`src/rtl/modtmr_pkg.sv`:
```
package modtmr_pkg;
  localparam int STATUS_W = 8;

  typedef struct packed {
    logic loadMod;
    logic stepUp;
    logic stepDown;
    logic wrapZero;
  } tmrStrobe_t;
endpackage

```
`src/rtl/tmrDatapath.sv`:
```
module tmrDatapath
  import modtmr_pkg::*;
#(
  parameter int WIDTH = 16
) (
  input  logic             clk,
  input  logic             rstN,
  input  tmrStrobe_t       strb,
  input  logic [WIDTH-1:0] modVal,
  output logic [WIDTH-1:0] count,
  output logic             atTop,
  output logic             atZero
);
  localparam logic [WIDTH-1:0] ONE = WIDTH'(1);

  logic [WIDTH-1:0] cntQ;
  logic [WIDTH-1:0] shadowQ;
  logic [WIDTH-1:0] termVal;

  // zero modulo selects the full-scale terminal value
  assign termVal = (shadowQ == '0) ? '1 : shadowQ;
  assign atTop   = (cntQ >= termVal);
  assign atZero  = (cntQ == '0);
  assign count   = cntQ;

  always_ff @(posedge clk or negedge rstN) begin
    if (!rstN) begin
      cntQ    <= '0;
      shadowQ <= '0;
    end else begin
      if (strb.loadMod) shadowQ <= modVal;
      if (strb.wrapZero)      cntQ <= '0;
      else if (strb.stepUp)   cntQ <= cntQ + ONE;
      else if (strb.stepDown) cntQ <= cntQ - ONE;
    end
  end
endmodule

```
`src/rtl/tmrControl.sv`:
```
module tmrControl
  import modtmr_pkg::*;
(
  input  logic                clk,
  input  logic                rstN,
  input  logic                cntEn,
  input  logic                centerMode,
  input  logic                irqEn,
  input  logic                atTop,
  input  logic                atZero,
  input  logic                busRd,
  input  logic                busWr,
  input  logic                busWrBit,
  output tmrStrobe_t          strb,
  output logic                dirUp,
  output logic                ovfFlag,
  output logic                irq,
  output logic [STATUS_W-1:0] busRdData
);
  logic ovfEvt;
  logic nextUp;
  logic armedQ;
  logic flagQ;
  logic upQ;

  // sequencing of the counter and detection of period ends
  always_comb begin
    strb   = '0;
    ovfEvt = 1'b0;
    nextUp = upQ;
    if (!cntEn) begin
      strb.loadMod = 1'b1;
    end else if (!centerMode) begin
      if (atTop) begin
        strb.wrapZero = 1'b1;
        strb.loadMod  = 1'b1;
        ovfEvt        = 1'b1;
      end else begin
        strb.stepUp = 1'b1;
      end
    end else if (upQ) begin
      if (atTop) begin
        strb.stepDown = 1'b1;
        strb.loadMod  = 1'b1;
        ovfEvt        = 1'b1;
        nextUp        = 1'b0;
      end else begin
        strb.stepUp = 1'b1;
      end
    end else begin
      if (atZero) begin
        strb.stepUp = 1'b1;
        nextUp      = 1'b1;
      end else begin
        strb.stepDown = 1'b1;
      end
    end
    if (!centerMode) nextUp = 1'b1;
  end

  // flag with the read-then-zero-write clear; a new event disarms
  always_ff @(posedge clk or negedge rstN) begin
    if (!rstN) begin
      upQ    <= 1'b1;
      flagQ  <= 1'b0;
      armedQ <= 1'b0;
    end else begin
      upQ <= nextUp;
      if (ovfEvt) begin
        flagQ  <= 1'b1;
        armedQ <= 1'b0;
      end else if (busWr) begin
        armedQ <= 1'b0;
        if (armedQ && !busWrBit) flagQ <= 1'b0;
      end else if (busRd && flagQ) begin
        armedQ <= 1'b1;
      end
    end
  end

  assign dirUp     = upQ;
  assign ovfFlag   = flagQ;
  assign irq       = flagQ & irqEn;
  assign busRdData = {{(STATUS_W-2){1'b0}}, ~upQ, flagQ};
endmodule

```
`src/rtl/modTimer.sv`:
```
module modTimer
  import modtmr_pkg::*;
#(
  parameter int WIDTH = 16
) (
  input  logic                clk,
  input  logic                rstN,
  input  logic                cntEn,
  input  logic                centerMode,
  input  logic                irqEn,
  input  logic [WIDTH-1:0]    modVal,
  input  logic                busRd,
  input  logic                busWr,
  input  logic                busWrBit,
  output logic [STATUS_W-1:0] busRdData,
  output logic [WIDTH-1:0]    count,
  output logic                ovfFlag,
  output logic                irq
);
  tmrStrobe_t strb;
  logic       atTop;
  logic       atZero;
  logic       dirUp;

  tmrDatapath #(.WIDTH(WIDTH)) u_core (
    .clk    (clk),
    .rstN   (rstN),
    .strb   (strb),
    .modVal (modVal),
    .count  (count),
    .atTop  (atTop),
    .atZero (atZero)
  );

  tmrControl u_ctrl (
    .clk        (clk),
    .rstN       (rstN),
    .cntEn      (cntEn),
    .centerMode (centerMode),
    .irqEn      (irqEn),
    .atTop      (atTop),
    .atZero     (atZero),
    .busRd      (busRd),
    .busWr      (busWr),
    .busWrBit   (busWrBit),
    .strb       (strb),
    .dirUp      (dirUp),
    .ovfFlag    (ovfFlag),
    .irq        (irq),
    .busRdData  (busRdData)
  );
endmodule

```
`config.mk`:
```
export PLATFORM = sky130hd
export DESIGN_NAME = modTimer
export DESIGN_NICKNAME = d
export VERILOG_FILES = /design/src/rtl/modtmr_pkg.sv /design/src/rtl/tmrDatapath.sv /design/src/rtl/tmrControl.sv /design/src/rtl/modTimer.sv
export SDC_FILE = /design/constraint.sdc
export NUM_CORES = 1
export LEC_CHECK = 0
export CAP_MARGIN = 5
export CORE_ASPECT_RATIO = 1.2
export CORE_UTILIZATION = 57
export CTS_CLUSTER_DIAMETER = 30
export DETAILED_ROUTE_END_ITERATION = 10
export GPL_TIMING_DRIVEN = 0
export PLACE_DENSITY = 0.86
export SETUP_SLACK_MARGIN = 0.15
export SLEW_MARGIN = 20
export SYNTH_ARGS = -nofsm -noshare
export SYNTH_HDL_FRONTEND = slang
export SYNTH_SLANG_ARGS = --single-unit
```
`constraint.sdc`:
```
create_clock -name clk -period 14.5 [get_ports clk]
set_input_delay 2.175 -clock clk [delete_from_list [all_inputs] [get_ports clk]]
set_output_delay 2.175 -clock clk [all_outputs]
set_load 0.005 [all_outputs]
```
==> results of run 1 <==
[cell families (layout without fill, tap and decap cells)]
| group | Yosys count | after routing | synth area share |
|---|---|---|---|
| AOI/OAI and AO/OA | 70 | 70 | 0.206 |
| xor gates and xnor gates | 13 | 13 | 0.0415 |
| adders and majority gates | 34 | 34 | 0.158 |
| buffers and inverters | 33 | 85 | 0.0675 |
| DFF | 35 | 35 | 0.320 |
| muxes | 17 | 17 | 0.0830 |
| other | 1 | 6 | 0.00137 |
| and+or+nand+nor | 65 | 65 | 0.123 |
[per-stage QoR]
stage | power [mW] | instance area [µm²] | utilization | cells | hold WS (ns)
after global placement | 0.807 | 3260 | 0.711 | 374 | 0.501
after global routing | 0.989 | 3370 | 0.733 | 383 | 0.558
after floorplan | 0.669 | 2760 | - | 273 | 0.478
after CTS | 0.910 | 3370 | 0.733 | 383 | 0.527
final | 0.910 | 3370 | 0.733 | 383 | 0.528
after detailed placement | 0.838 | 3290 | 0.715 | 375 | 0.516
[report_power, final]
| group | switching (mW) | total, mW | internal [mW] | leakage [nW] |
|---|---|---|---|---|
| logic | 0.312 | 0.632 | 0.320 | 1.05 |
| registers | 0.0624 | 0.210 | 0.147 | 0.418 |
| clock network | 0.0347 | 0.0684 | 0.0337 | 0.0422 |
| total | 0.409 | 0.910 | 0.501 | 1.51 |
[worst max-delay path: stages (launching register included)]
cell	delay, ns
dfrtp_1	0.40
nor4_1	0.34
and4_1	0.24
clkbuf_1	0.24
clkbuf_1	0.36
nor2_1	0.08
ha_1	0.33
nand4_1	0.16
or3_4	0.43
o311ai_4	0.37
and2b_1	0.22
nand2b_4	0.14
buf_8	0.13
nand2b_1	0.58
ha_1	0.38
a211oi_1	0.31
o211ai_1	0.17
a41oi_1	0.42
o21ai_0	0.23
xor2_1	0.20
nand3b_1	0.12
o311ai_2	0.10
[sequential cells by signal, summed over array words and instances, names as in the netlist]
name            flops
u_ctrl.dirUp        1
u_core.count       16
u_core.shadowQ     16
u_ctrl.armedQ       1
u_ctrl.ovfFlag      1
[worst max path at each step]
stage / from / endpoint / slack, ns / cells after the start
2_1_floorplan: u_core.shadowQ[6] / u_core.count[14] / 9.41 / 21
3_3_place_gp: u_core.shadowQ[14] / u_core.count[15] / 8.58 / 21
3_5_place_dp: u_core.shadowQ[14] / u_core.count[15] / 8.44 / 21
4_1_cts: u_core.shadowQ[14] / u_core.count[15] / 8.40 / 21
5_1_grt: u_core.shadowQ[6] / u_core.count[15] / 7.98 / 21
6_report: u_core.shadowQ[14] / u_core.count[15] / 8.40 / 21
[area by class of cell]
cell class	instances	area [µm²]
timing repair buffer	44	453
multi-input combinational	205	1700
fill	355	1230
buffer	14	114
sequential	35	877
clock buffer	7	76.3
tap	58	72.6
clock inverter	1	5.00
inverter	19	71.3
[per-layer routing]
metal  up-vias  global-route usage  part of all wire
met5         -                   0                 0
li1       1083                   -                 -
met1      1060               0.315              0.42
met2        57               0.468              0.52
met3        10              0.0485             0.040
met4         0               0.117             0.020
[layout by cell type, fill, tap and decap left out, drive strengths merged, types with 6 or more instances in the layout]
cell            n
clkdlybuf4s50  42
dfrtp          34
ha             33
nor2           20
inv            19
a21oi          17
mux2           16
o22ai          14
nand2          13
buf            13
o21ai          11
clkbuf         10
xor2            9
nor4            7
conb            6
==> impl_metrics.csv, run 1 <==
group,metric,value,unit
status,status,"completed",
placed_design,io_buffers,43,
clock_tree,clockRootBuffer,"clkbuf_8",
layout,fin_nets,382,
yosys,syn-cell-area,2740,µm²
critical_path,ff2ff_setup_slack,8.40,ns
die,dieArea,5090,µm²
yosys,ys_async_sr_fraction,1.00,
drt,drt_iter0_drc,162,
yosys,ys_seq_elements,35,
critical_path,critPathCaptureType,"register",
yosys,yosysUniqueCellTypes,57,
die,core_area,4590,µm²
critical_path,cp.required,14.67,ns
clock_tree,cts_tree,"yes",
critical_path,path_class,"reg -> reg",
clock_tree,post_cts_buffers,0,
die,initial_core_util,0.597,
layout,diodes,0,
yosys,ys_top_cells_by_count,"dfrtp_1 (34), ha_1 (33), nor2_1 (20)",
power_and_ir_drop,p_per_area,270,nW/µm²
die,die_w,65.3,µm
clock_tree,clockBufferDepth,2,
timing,post-route-period-util,0.421,
timing,hold_violations,0,
timing,tightest_slew,0.729,ns
timing,grt_setup_unrepaired,"no",
clock_tree,cts-resized-gates,0,
drt,drtPass1Iterations,4,
yosys,synth_area_per_cell,10.2,µm²
die,rows,27,
critical_path,reg2reg_depth,21,
yosys,yosysMostFrequentCell,"dfrtp_1",
clock_tree,clock_latency,0.29,ns
yosys,synth_area_leader_cell,"dfrtp_1",
timing,skew,0.00657,ns
min_path,holdPathEnd,"u_ctrl.dirUp",
clock_tree,h-tree-depth,2,
critical_path,arrival,6.27,ns
die,die_h,78.0,µm
yosys,ys_seq_area_frac,0.320,
clock_tree,cts_hold_buffers,0,
drt,drc,0,
global_routing,gr-total-overflow,0,
power_and_ir_drop,leakage,1.51,nW
timing,relSlewSlack,0.514,
die,ioPinCount,50,
placed_design,dp_slack,8.44,ns
placed_design,dpl.hpwl,4.89,mm
min_path,worstHoldStart,"u_ctrl.dirUp",
timing,max_freq,0.164,GHz
critical_path,worst_setup_path_start_kind,"register",
power_and_ir_drop,ir_drop,0.000170,V
global_routing,track_usage,0.269,
global_routing,grt_antenna_before_repair,0,
yosys,synth_ff_type,"dfrtp_1",
clock_tree,cts_made_buffers,5,
yosys,postSynthCellCount,268,
layout,area_delta_synth_final,22.8,%
yosys,synth.top_cell.area_share,0.310,
critical_path,r2r_end,"u_core.count[15]",
timing,slew_viol_final,0,
run,drv_cap,0,
critical_path,worstPathMaxFanout,17,
drt,num_vias,2210,
min_path,hp-class,"reg -> reg",
global_routing,grt_pass1_vias,2322,
timing,worst_slack,8.40,ns
layout,drive_above_1_share,0.166,
min_path,holdPathStages,2,
yosys,synth_area_leaders,"dfrtp_1 (31%), ha_1 (15%), mux2_4 (5.5%)",
clock_tree,cts_sinks,35,
clock_tree,path_clk_slew,0.07,ns
global_routing,grt_max_degree,19,
placed_design,place.gp.congestion,0.794,
timing,tns,0,ns
timing,setup_violations,0,
drt,viasPerCell,5.77,
yosys,synth_edf_count,0,
critical_path,rr_startpoint,"u_core.shadowQ[14]",
timing,min_period,6.10,ns
drt,wl,6.23,mm
yosys,ys_warn_count,0,
global_routing,grt_pass1_wl,10.5,mm
drt,wl_per_cell,16.3,µm
drt,postRouteAntennaNets,0,
(Power assumes the default switching activity.)
==> inputs of run 2 (changes only) <==
- CORE_UTILIZATION: 57 -> 53
- PLACE_DENSITY: 0.86 -> 0.81
- clock period: 14.5 -> 6.04 ns (I/O delays scaled with it)
==> impl_metrics.csv, run 2 (synthesized netlist as in run 1, its figures left out) <==
group,metric,value,unit
status,status,"completed",
critical_path,ff2ff_setup_slack,0.47,ns
power_and_ir_drop,combPwrFrac,0.696,
layout,drive_above_1_share,0.185,
critical_path,crit_slowest_cell,"a31oi_1",
clock_tree,cts_tree,"yes",
global_routing,grt_max_degree,20,
die,rows,28,
drt,wl_per_cell,15.8,µm
die,die_h,80.8,µm
timing,post-route-period-util,0.923,
layout,final_cell_mix,"clkdlybuf4s50_1 (42), dfrtp_1 (34), ha_1 (33)",
drt,postRouteAntennaNets,0,
drt,drt_iter0_drc,55,
power_and_ir_drop,switching_share,0.451,
clock_tree,path_clk_slew,0.08,ns
timing,worst_hold_slack,0.513,ns
timing,max_freq,0.179,GHz
power_and_ir_drop,leakage,1.52,nW
clock_tree,clockBufferDepth,2,
critical_path,slowest_delay,0.45,ns
power_and_ir_drop,p_per_area,648,nW/µm²
placed_design,dpl.cell_count,377,
run,drv_cap,0,
power_and_ir_drop,power.switching,0.993,mW
min_path,hp-class,"reg -> reg",
timing,min_period,5.57,ns
critical_path,worstPathMaxFanout,17,
timing,slew_viol_final,0,
power_and_ir_drop,intPower,1.21,mW
drt,drc,0,
critical_path,worstPathCellList,"nor4_1, and4_1, clkbuf_1, clkbuf_2, nor2_1, ha_1, nand4_1, or3_4, o311ai_4, and2b_1, nand2b_4, buf_8, nand2b_4, ha_1, a21oi_1, o21ai_0, a31oi_1, a221oi_2, o31ai_1, xor2_1, o22ai_2",
clock_tree,post_cts_buffers,0,
layout,utilization,0.688,
layout,fin_nets,382,
power_and_ir_drop,clockPowerShare,0.077,
clock_tree,h-tree-depth,2,
timing,tightest_slew,0.663,ns
clock_tree,cts_made_buffers,5,
timing,grt_setup_unrepaired,"no",
clock_tree,cts_sinks,35,
critical_path,crit_cells,21,
critical_path,critPathTopFamily,"simple AND/OR/NAND/NOR gates",
min_path,worstHoldStart,"u_ctrl.dirUp",
clock_tree,clock_latency,0.30,ns
power_and_ir_drop,pwr-share-seq,0.227,
placed_design,place.gp.congestion,0.773,
global_routing,grt_pass1_wl,9.75,mm
timing,skew,0.0129,ns
drt,viasPerCell,5.63,
clock_tree,cts_hold_buffers,0,
power_and_ir_drop,ir_drop,0.000406,V
global_routing,track_usage,0.238,
critical_path,worst_setup_path_start_kind,"register",
layout,final_common_cell,"clkdlybuf4s50_1",
timing,setup_violations,0,
layout,area_delta_synth_final,24.0,%
power_and_ir_drop,total_power,2.20,mW
layout,fin_cells,385,
die,ioPinCount,50,
drt,num_vias,2169,
global_routing,grt_antenna_before_repair,0,
min_path,holdPathEnd,"u_ctrl.dirUp",
die,initial_core_util,0.555,
critical_path,rr_startpoint,"u_core.shadowQ[3]",
global_routing,grt_pass1_vias,2112,
timing,relSlewSlack,0.558,
critical_path,reg2reg_depth,21,
placed_design,dpl.hpwl,4.69,mm
clock_tree,clockRootBuffer,"clkbuf_8",
die,die_w,67.7,µm
drt,wl,6.09,mm
die,core_area,4940,µm²
die,dieArea,5470,µm²
drt,drtPass1Iterations,4,
critical_path,arrival,5.73,ns
critical_path,crit_buf_inv,3,
timing,hold_violations,0,
min_path,holdPathStages,2,
critical_path,cp.required,6.19,ns
placed_design,io_buffers,43,
layout,diodes,0,
critical_path,path_class,"reg -> reg",
critical_path,r2r_end,"u_core.count[14]",
critical_path,critPathCaptureType,"register",
global_routing,gr-total-overflow,0,
run 2: cell types whose count changed in the layout (fill, tap and decap cells not counted):
| cell | delta |
|---|---|
| a41oi_1 | -1 |
| a41oi_2 | +1 |
| clkbuf_1 | -3 |
| a221oi_1 | -1 |
| a221oi_2 | +1 |
| clkbuf_2 | +1 |
| nand2b_4 | +1 |
| clkinvlp_4 | +2 |
| nand2b_1 | -1 |
run 2: layout make-up:
type                            count  area, µm²
Inverter                           19       71.3
Fill cell                         398       1540
Multi-Input combinational cell    205       1720
Clock buffer                        5       68.8
Tap cell                           60       75.1
Clock inverter                      3       20.0
Buffer                             14        115
Timing Repair Buffer               44        453
Sequential cell                    35        877
run 2: worst register-to-register path: cells and delay by family (launching register included):
kind / cells / cell delay [ns]
adders and majority gates: 2 / 0.61
xor gates and xnor gates: 1 / 0.21
AOI/OAI and AO/OA: 7 / 1.67
and+or+nand+nor: 8 / 1.95
DFF: 1 / 0.41
buffers and inverters: 3 / 0.62
run 2: power groups by stage:
stage / sequential, mW / combinational (mW) / clock, mW
final: 0.501 / 1.53 / 0.170
after global routing: 0.516 / 1.69 / 0.184
after CTS: 0.500 / 1.51 / 0.172
after detailed placement: 0.499 / 1.50 / 0
after global placement: 0.498 / 1.44 / 0
after floorplan: 0.458 / 1.15 / 0
run 2: worst max-delay path by stage:
stage                                  start          endpoint  slack (ns)
after detailed placement  u_core.shadowQ[14]  u_core.count[15]       -0.06
after global placement     u_core.shadowQ[6]  u_core.count[14]        0.11
after floorplan            u_core.shadowQ[6]  u_core.count[14]        0.95
after global routing      u_core.shadowQ[14]  u_core.count[15]        0.14
final                      u_core.shadowQ[3]  u_core.count[14]        0.47
after CTS                  u_core.shadowQ[6]  u_core.count[15]        0.17
run 2: per-stage QoR:
| stage | worst slack [ns] | cell area (µm²) | TNS (ns) |
|---|---|---|---|
| 2_1_floorplan | 0.949 | 2760 | 0 |
| 3_3_place_gp | 0.115 | 3270 | 0 |
| 3_5_place_dp | -0.0616 | 3290 | -0.0651 |
| 4_1_cts | 0.172 | 3380 | 0 |
| 5_1_grt | 0.140 | 3400 | 0 |
| 6_report | 0.468 | 3400 | 0 |
run 2: timing repair:
item | in CTS | in global routing
endpoints found under the setup margin | 4 | 6
cloned | 0 | 0
gates resized for setup | 1 | 5
pin swaps | 0 | 0
run 2: routing by layer:
layer,vias up,GRT usage,share of wire
li1,1083,-,-
met1,1030,0.281,0.44
met2,42,0.422,0.50
met3,14,0.0421,0.040
met4,0,0.0872,0.020
met5,-,0,0
==> inputs of run 3 (changes only) <==
- CORE_UTILIZATION: 53 -> 49
- CTS_BUF_LIST: unset -> sky130_fd_sc_hd__clkbuf_2
- PLACE_DENSITY: 0.81 -> 0.78
- clock period: 6.04 -> 4.5 ns (I/O delays scaled with it)
==> impl_metrics.csv, run 3 (synthesized netlist as in run 1, its figures left out) <==
group,metric,value,unit
drt,num_vias,2382,
layout,fin_nets,411,
status,status,"finished, violations left",
die,die_h,84.0,µm
timing,slew_viol_final,0,
global_routing,gr-total-overflow,0,
timing,worst_slack,-0.187,ns
layout,finalInstanceArea,4030,µm²
layout,area_delta_synth_final,46.9,%
power_and_ir_drop,p_per_area,939,nW/µm²
drt,wl,7.50,mm
critical_path,ff2ff_setup_slack,-0.19,ns
critical_path,worstPathMaxFanout,6,
die,ioPinCount,50,
layout,multi_input_area,2130,µm²
clock_tree,clockRootBuffer,"clkbuf_2",
min_path,hp-class,"in -> async",
die,rows,29,
layout,diodes,0,
critical_path,arrival,4.98,ns
drt,drtPass1Iterations,5,
die,initial_core_util,0.514,
placed_design,io_buffers,43,
timing,setup_violations,6,
placed_design,dp_slack,-0.590,ns
power_and_ir_drop,ir_drop,0.000632,V
clock_tree,cts_made_buffers,5,
clock_tree,cts_tree,"yes",
timing,max_freq,0.213,GHz
placed_design,place.gp.congestion,0.915,
timing,post-route-period-util,1.04,
layout,final_common_cell,"clkdlybuf4s50_1",
timing,relSlewSlack,0.535,
critical_path,rr_startpoint,"u_core.shadowQ[9]",
placed_design,dpl.hpwl,4.78,mm
timing,tightest_slew,0.698,ns
die,dieArea,5900,µm²
drt,drt_iter0_drc,93,
critical_path,reg2reg_depth,21,
drt,viasPerCell,5.73,
clock_tree,cts_sinks,35,
timing,min_period,4.69,ns
run,drv_cap,0,
placed_design,placed_cell_area,3480,µm²
critical_path,crit_path_start,"u_core.shadowQ[9]",
critical_path,path_class,"reg -> reg",
status,violations,"setup timing",
critical_path,worst_setup_path_start_kind,"register",
global_routing,grt_antenna_before_repair,0,
clock_tree,cts_hold_buffers,0,
timing,grt_setup_unrepaired,"yes",
critical_path,critPathCaptureType,"register",
power_and_ir_drop,leakage,1.71,nW
timing,tns,-0.830,ns
clock_tree,clock_latency,0.41,ns
global_routing,grt_pass1_vias,2449,
timing,hold_violations,0,
clock_tree,path_clk_slew,0.18,ns
global_routing,track_usage,0.250,
global_routing,grt_max_degree,20,
critical_path,cp-endpoint,"u_core.count[13]",
critical_path,cp.required,4.80,ns
global_routing,grt_pass1_wl,11.7,mm
clock_tree,h-tree-depth,2,
layout,fillers,351,
drt,wl_per_cell,18.0,µm
die,core_area,5330,µm²
die,die_w,70.3,µm
layout,drive_above_1_share,0.390,
critical_path,r2r_end,"u_core.count[13]",
drt,drc,0,
timing,skew,0.0189,ns
layout,register_area,880,µm²
drt,postRouteAntennaNets,0,
clock_tree,clockBufferDepth,2,
layout,final_cell_mix,"clkdlybuf4s50_1 (42), dfrtp_1 (32), buf_4 (29)",
run 3: metrics by stage:
| stage | std cells | power, mW | util | hold slack, ns |
|---|---|---|---|---|
| floorplan | 273 | 2.37 | - | 0.379 |
| global placement | 378 | 2.85 | 0.648 | 0.494 |
| detailed placement | 379 | 2.92 | 0.652 | 0.499 |
| CTS | 404 | 3.37 | 0.711 | 0.189 |
| global route | 416 | 4.06 | 0.756 | 0.171 |
| finish | 416 | 3.78 | 0.756 | 0.169 |
run 3: timing repair:
item | in CTS | in global routing
endpoints found under the setup margin | 13 | 11
gates resized for setup | 26 | 33
cloned | 2 | 0
pin swaps | 30 | 34
setup buffers | 15 | 12
run 3: layer usage:
layer,up-vias,track usage,part of all wire
li1,1139,-,-
met1,1175,0.296,0.41
met2,51,0.430,0.53
met3,17,0.0423,0.030
met4,0,0.120,0.028
met5,-,0,0
run 3: final cells by class:
| cell class | instances | area share |
|---|---|---|
| buffer | 14 | 0.0363 |
| clock buffer | 6 | 0.00745 |
| clock inverter | 2 | 0.00186 |
| inverter | 19 | 0.0177 |
| multi-input combinational | 206 | 0.528 |
| sequential | 35 | 0.218 |
| tap | 62 | 0.0192 |
| timing repair buffer | 72 | 0.171 |
run 3: worst max-delay path: stages (launching register included):
cell	delay, ns
dfrtp_2	0.48
nor4_4	0.29
and4_1	0.27
buf_8	0.13
buf_8	0.12
nor2_2	0.04
ha_1	0.33
nand4_1	0.13
or3_4	0.42
o311ai_4	0.29
and2b_1	0.18
nand2b_4	0.13
buf_8	0.11
nand2b_4	0.21
ha_4	0.24
nor3_1	0.31
nor2_1	0.13
a41oi_2	0.29
buf_4	0.18
o21ai_2	0.06
xnor2_1	0.16
o22ai_2	0.10
run 3: worst min-delay path by stage:
| stage | from | to | cells past startpoint | slack, ns |
|---|---|---|---|---|
| after floorplan | rstN | u_core.count[0] | 0 | 0.38 |
| after global placement | u_ctrl.dirUp | u_ctrl.dirUp | 2 | 0.49 |
| after detailed placement | u_ctrl.dirUp | u_ctrl.dirUp | 2 | 0.50 |
| after CTS | rstN | u_core.count[7] | 1 | 0.19 |
| after global routing | rstN | u_core.count[7] | 1 | 0.17 |
| final | rstN | u_core.count[7] | 1 | 0.17 |
run 3: power by group:
| group | internal [mW] | switching [mW] | leakage, nW |
|---|---|---|---|
| Combinational | 1.58 | 1.33 | 1.27 |
| Clock | 0.0373 | 0.107 | 0.0281 |
| Sequential | 0.473 | 0.256 | 0.416 |
| Total | 2.09 | 1.69 | 1.71 |
